<file path="config.mk">
export PLATFORM = sky130hd
export DESIGN_NAME = hcube_router
export DESIGN_NICKNAME = d
export VERILOG_FILES = /design/src/rtl/hcube_pkg.sv /design/src/rtl/hcube_route.sv /design/src/rtl/hcube_out_slot.sv /design/src/rtl/hcube_router.sv
export SDC_FILE = /design/constraint.sdc
export NUM_CORES = 1
export LEC_CHECK = 0
export ABC_AREA = 1
export BUFFER_PORTS_ARGS = -buffer_cell sky130_fd_sc_hd__buf_2
export CORE_UTILIZATION = 35
export DETAILED_ROUTE_END_ITERATION = 16
export PLACE_DENSITY = 0.65
export SYNTH_ARGS = -nofsm -noshare
export SYNTH_HDL_FRONTEND = slang
export SYNTH_SLANG_ARGS = --single-unit
export TNS_END_PERCENT = 1
</file>
<file path="constraint.sdc">
create_clock -name clk_i -period 1.8 [get_ports clk_i]
set_input_delay 0.18 -clock clk_i [delete_from_list [all_inputs] [get_ports clk_i]]
set_output_delay 0.18 -clock clk_i [all_outputs]
set_load 0.01 [all_outputs]
</file>
<file path="src/rtl/hcube_pkg.sv">
package hcube_pkg;
  localparam int MAX_DIM = 8;

  function automatic int ones(input logic [MAX_DIM-1:0] v);
    int c;
    c = 0;
    for (int i = 0; i < MAX_DIM; i++) c += int'(v[i]);
    return c;
  endfunction
endpackage

</file>
<file path="src/rtl/hcube_route.sv">
module hcube_route import hcube_pkg::*; #(
  parameter int DIM = 3,
  localparam int HW = $clog2(DIM + 1)
) (
  input  logic [DIM-1:0] node_id_i,
  input  logic [DIM-1:0] dst_i,
  output logic [DIM:0]   tgt_o,
  output logic [HW-1:0]  hops_o
);
  logic [DIM-1:0]     diff_w;
  logic [DIM-1:0]     low_w;
  logic [MAX_DIM-1:0] wide_w;

  always_comb begin
    diff_w = node_id_i ^ dst_i;
    // isolate lowest set bit
    low_w  = diff_w & (~diff_w + DIM'(1));
    wide_w = '0;
    wide_w[DIM-1:0] = diff_w;
    tgt_o  = {(diff_w == '0), low_w};
    hops_o = HW'(ones(wide_w));
  end
endmodule

</file>
<file path="src/rtl/hcube_out_slot.sv">
module hcube_out_slot #(
  parameter int NIN = 4,
  parameter int DIM = 3,
  parameter int PW  = 8
) (
  input  logic             clk_i,
  input  logic             rst_ni,
  input  logic [NIN-1:0]   req_i,
  input  logic [NIN*DIM-1:0] dst_i,
  input  logic [NIN*PW-1:0]  data_i,
  output logic [NIN-1:0]   gnt_o,
  output logic             valid_o,
  output logic [DIM-1:0]   dst_o,
  output logic [PW-1:0]    data_o,
  input  logic             ready_i
);
  logic           full_q;
  logic [DIM-1:0] dst_q, dst_mux;
  logic [PW-1:0]  data_q, data_mux;

  // lowest-index requester wins, only into an empty slot
  assign gnt_o = full_q ? '0 : (req_i & (~req_i + NIN'(1)));

  always_comb begin
    dst_mux  = '0;
    data_mux = '0;
    for (int i = 0; i < NIN; i++) begin
      if (gnt_o[i]) begin
        dst_mux  = dst_mux  | dst_i[i*DIM +: DIM];
        data_mux = data_mux | data_i[i*PW +: PW];
      end
    end
  end

  always_ff @(posedge clk_i or negedge rst_ni) begin
    if (!rst_ni) begin
      full_q <= 1'b0;
      dst_q  <= '0;
      data_q <= '0;
    end else if (full_q) begin
      if (ready_i) full_q <= 1'b0;
    end else if (|gnt_o) begin
      full_q <= 1'b1;
      dst_q  <= dst_mux;
      data_q <= data_mux;
    end
  end

  assign valid_o = full_q;
  assign dst_o   = dst_q;
  assign data_o  = data_q;
endmodule

</file>
<file path="src/rtl/hcube_router.sv">
module hcube_router import hcube_pkg::*; #(
  parameter int DIM = 3,
  parameter int PW  = 8,
  localparam int NP = DIM + 1,
  localparam int HW = $clog2(DIM + 1)
) (
  input  logic               clk_i,
  input  logic               rst_ni,
  input  logic [DIM-1:0]     node_id_i,
  input  logic [DIM-1:0]     lnk_in_valid_i,
  input  logic [DIM*DIM-1:0] lnk_in_dst_i,
  input  logic [DIM*PW-1:0]  lnk_in_data_i,
  output logic [DIM-1:0]     lnk_in_ready_o,
  input  logic               inj_valid_i,
  input  logic [DIM-1:0]     inj_dst_i,
  input  logic [PW-1:0]      inj_data_i,
  output logic               inj_ready_o,
  output logic [DIM-1:0]     lnk_out_valid_o,
  output logic [DIM*DIM-1:0] lnk_out_dst_o,
  output logic [DIM*PW-1:0]  lnk_out_data_o,
  input  logic [DIM-1:0]     lnk_out_ready_i,
  output logic               dlv_valid_o,
  output logic [DIM-1:0]     dlv_dst_o,
  output logic [PW-1:0]      dlv_data_o,
  input  logic               dlv_ready_i,
  output logic [NP*HW-1:0]   hops_o
);
  // input index DIM is injection, output index DIM is delivery
  logic [NP-1:0]     all_valid;
  logic [NP*DIM-1:0] all_dst;
  logic [NP*PW-1:0]  all_data;
  logic [NP-1:0]     in_rdy;
  logic [NP-1:0]     out_valid;
  logic [NP*DIM-1:0] out_dst;
  logic [NP*PW-1:0]  out_data;
  logic [NP-1:0]     out_ready;
  logic [NP-1:0]     tgt_m [NP];
  logic [NP-1:0]     req_m [NP];
  logic [NP-1:0]     gnt_m [NP];

  assign all_valid = {inj_valid_i, lnk_in_valid_i};
  assign all_dst   = {inj_dst_i, lnk_in_dst_i};
  assign all_data  = {inj_data_i, lnk_in_data_i};
  assign out_ready = {dlv_ready_i, lnk_out_ready_i};

  for (genvar i = 0; i < NP; i++) begin : g_in
    hcube_route #(.DIM(DIM)) u_route (
      .node_id_i (node_id_i),
      .dst_i     (all_dst[i*DIM +: DIM]),
      .tgt_o     (tgt_m[i]),
      .hops_o    (hops_o[i*HW +: HW])
    );
  end

  always_comb begin
    for (int o = 0; o < NP; o++) begin
      for (int i = 0; i < NP; i++) req_m[o][i] = all_valid[i] & tgt_m[i][o];
    end
  end

  for (genvar o = 0; o < NP; o++) begin : g_out
    hcube_out_slot #(.NIN(NP), .DIM(DIM), .PW(PW)) u_slot (
      .clk_i   (clk_i),
      .rst_ni  (rst_ni),
      .req_i   (req_m[o]),
      .dst_i   (all_dst),
      .data_i  (all_data),
      .gnt_o   (gnt_m[o]),
      .valid_o (out_valid[o]),
      .dst_o   (out_dst[o*DIM +: DIM]),
      .data_o  (out_data[o*PW +: PW]),
      .ready_i (out_ready[o])
    );
  end

  always_comb begin
    in_rdy = '0;
    for (int o = 0; o < NP; o++) in_rdy = in_rdy | gnt_m[o];
  end

  assign lnk_in_ready_o  = in_rdy[DIM-1:0];
  assign inj_ready_o     = in_rdy[DIM];
  assign lnk_out_valid_o = out_valid[DIM-1:0];
  assign lnk_out_dst_o   = out_dst[DIM*DIM-1:0];
  assign lnk_out_data_o  = out_data[DIM*PW-1:0];
  assign dlv_valid_o     = out_valid[DIM];
  assign dlv_dst_o       = out_dst[DIM*DIM +: DIM];
  assign dlv_data_o      = out_data[DIM*PW +: PW];
endmodule

</file>
==> key figures <==
Run status
  • Status: complete, no violations

Clock tree
  • H-tree levels: 2
  • Root buf cell: clkbuf_16
  • Worst-path clk slew: around 0.060 ns
  • CTS Buffer Depth: 2
  • Clk_lat worst skew: around 0.30 ns
  • Clock Sinks: 48
  • Total CTS buffers: 5
  • CTS tree: done

Synthesis
  • Mapped Nets: 707
  • Most common cell in the synthesized netlist: nand2_1
  • Cell taking the most area after synthesis: dfrtp_1
  • Number of synthesized flops with an enable pin: 0
  • Synth top area cells: dfrtp_1 (30%), nand2_1 (23%), nand3_1 (14%)
  • Library cells used by synthesis: 26
  • Synth Flop Type: dfrtp_1
  • Commonest cells in the netlist: nand2_1 (243), nand3_1 (110), nand4_1 (67), nor2_1 (49), dfrtp_1 (48)
  • Asr flop ratio synth: 1.00
  • Post-synth top area share: 0.298
  • Synth Register Bits: 48
  • Synthesized area: between 0.004 and 0.005 sq mm
  • Yosys warnings: 0
  • Seq/Total Area, Yosys: 0.298
  • Mapped Avg Cell Area: between 6 and 7 sq um
  • Synthesized instance count: 646

Worst setup path
  • Crit Path Category: flip-flop to output port
  • Critical path required time: ~1.6 ns
  • Crit path DAT: between 1.5 and 2 ns
  • Crit path max fanout: 3
  • Crit. End Element: output port
  • Startpoint types: flip-flop

Route
  • DRT Pass-1 Iters: 6
  • Met1 wire length: 7040 um
  • Starting DRT DRC Count: 464
  • DRT Wirelength: between 15,000 and 20,000 um
  • Routed len/inst: 17.6 um
  • DRC Markers: 0
  • Top Metal Used: met4
  • Vias per inst: approximately 5.5
  • Met3 WL: about 1600 um
  • Via count: just over 5,000
  • Antenna Nets Post-Route: 0
  • Met2 WL: between 7000 and 8000 um

STA
  • Max-slew violation count: 0
  • Period minus WS final: between 1.5 and 2 ns
  • Min Hold Slack: 0.0731 ns
  • RSZ-0062 raised after global routing: true
  • # setup viols final: 0
  • F_max: ~580 MHz
  • Fin crit share: 0.957
  • Clk_skew: 0.0105 ns
  • Hold Fails Final Rpt: 0
  • Slew Limit Headroom: 0.644
  • Slew @ Worst Pin: about 0.53 ns

Final layout
  • Post-route cell area: around 0.0052 sq mm
  • Layout overhead on the synthesized area: 29.9%
  • Filler Cell Count: approximately 1,100
  • # diodes: 0
  • Layout Nets: 844
  • Fraction of layout cells with a size suffix above 1: 0.283
  • Final non-filler cell total: 924

Power
  • Leakage: 0.00295 uW
  • Tot Pwr: 5190 uW
  • Clock group share of total power: 0.205
  • Share of power burned in registers: 0.348
  • PD cells: about 1000 mW/mm^2
  • Sw frac: 0.397
  • P_sw: between 2000 and 2500 uW
  • Logic pwr share: 0.447
  • Worst VDD drop: 640 uV
  • Internal power: about 3100 uW

Global route
  • Vias in the first global route: about 4,600
  • Global route overflow: 0
  • First-pass GRT wire length: between 20,000 and 25,000 um
  • Largest net degree at the start of global routing: between 40 and 50
  • Gr usage total: 0.279
  • Initial antenna violation count: 0

Placement
  • Dpl cell area: approximately 0.0050 sq mm
  • GP Congestion: about 0.90
  • Placed Cells: approximately 910
  • Port Buffers: 116
  • Dpl hpwl: between 10,000 and 15,000 um

Floorplan
  • Area of the die: between 0.01 and 0.015 sq mm
  • Initial Util: 0.366
  • Chip height: around 110 um
  • Row count: 38
  • Area of the core: 0.0110 sq mm
  • Die X-Extent: about 110 um
  • I/O Pins: roughly 120

Min path
  • Hold crit path type: primary input to flip-flop

Flow run
  • Max Cap Viol: 0
-- metal layers --
layer	GRT usage	vias up
li1	-	2417
met1	0.400	2322
met2	0.423	293
met3	0.0492	45
met4	0.0914	0
met5	0	-
-- cells by family (layout without fill, tap and decap cells) --
logic type	count (synthesis)	in the layout	synth area share
compound gates	15	15	0.0217
xor+xnor	1	1	0.00217
fa+ha+maj	4	4	0.0180
buf+inv	83	221	0.0949
flops	48	48	0.298
simple gates	495	495	0.566
-- cells in the final DEF, fill, tap and decap left out, drive strengths merged --
cell type / Yosys / final
buf: 40 / 170
bufinv: 0 / 1
clkbuf: 1 / 6
clkinv: 0 / 1
dfrtp: 48 / 48
dlygate4sd3: 0 / 1
fa: 3 / 3
ha: 1 / 1
inv: 42 / 42
nand2: 248 / 248
nand3: 112 / 112
nand4: 67 / 67
nor2: 64 / 64
nor3: 4 / 4
o2111ai: 2 / 2
o211ai: 1 / 1
o21ai: 11 / 11
o21bai: 1 / 1
xor2: 1 / 1
-- flip-flops by register name, indices dropped and copies added (netlist names) --
signal	flops
g_out.u_slot.data_o	32
g_out.u_slot.dst_o	12
g_out.u_slot.valid_o	4
-- power by group through the flow --
| stage | logic [uW] | registers (uW) | clock network, uW |
|---|---|---|---|
| after global placement | 2270 | 1800 | 0 |
| final | 2320 | 1810 | 1060 |
| after detailed placement | 2300 | 1810 | 0 |
| after global routing | 2580 | 1860 | 1120 |
| after CTS | 2310 | 1800 | 1090 |
| after floorplan | 1030 | 2020 | 0 |
-- through the flow --
step	worst slack, ns	utilization	TNS, ns
after floorplan	0.326	-	0
after global placement	-0.145	0.454	-1.37
after detailed placement	-0.174	0.454	-2.39
after CTS	0.0168	0.471	0
after global routing	-0.0321	0.475	-0.0606
final	0.0779	0.475	0
-- critical path, cell delays in order, from the launching register on --
cell	delay, ns
dfrtp_1	0.42
nor2_1	0.12
nand4_1	0.13
nor2_2	0.16
nand2_1	0.11
nand4_1	0.15
buf_2	0.15
-- timing repair --
action                                  4_1_cts  5_1_grt
setup buffers                                 1        1
gates resized for setup                       2       15
hold endpoints to repair                     48        0
endpoints found under the setup margin       13        9
hold buffers                                  1        0
pin swaps                                     1        6
-- area by class of cell --
cell class / count / area (sq um) / area share
clock buffer: 6 / 129 / 0.0246
clock inverter: 2 / 35.0 / 0.00668
inverter: 42 / 160 / 0.0305
multi-input combinational: 515 / 2490 / 0.475
sequential: 48 / 1200 / 0.229
tap: 140 / 175 / 0.0334
timing repair buffer: 171 / 1050 / 0.200
-- final timing paths --
| check | depth (start not counted) | startpoint | slack, ns | end |
|---|---|---|---|---|
| max | 6 | g_out[1].u_slot.valid_o | 0.08 | inj_ready_o |
| min | 2 | lnk_out_ready_i[0] | 0.07 | g_out[0].u_slot.valid_o |
| max reg2reg | 11 | g_out[3].u_slot.valid_o | 0.36 | g_out[3].u_slot.dst_o[0] |
| min reg2reg | 2 | g_out[0].u_slot.dst_o[1] | 0.47 | g_out[0].u_slot.dst_o[1] |
| max in group asynchronous | 3 | rst_ni | 1.16 | g_out[2].u_slot.valid_o |
| min in group asynchronous | 3 | rst_ni | 0.39 | g_out[0].u_slot.data_o[4] |
No activity file was read; power rests on OpenSTA's default activity.
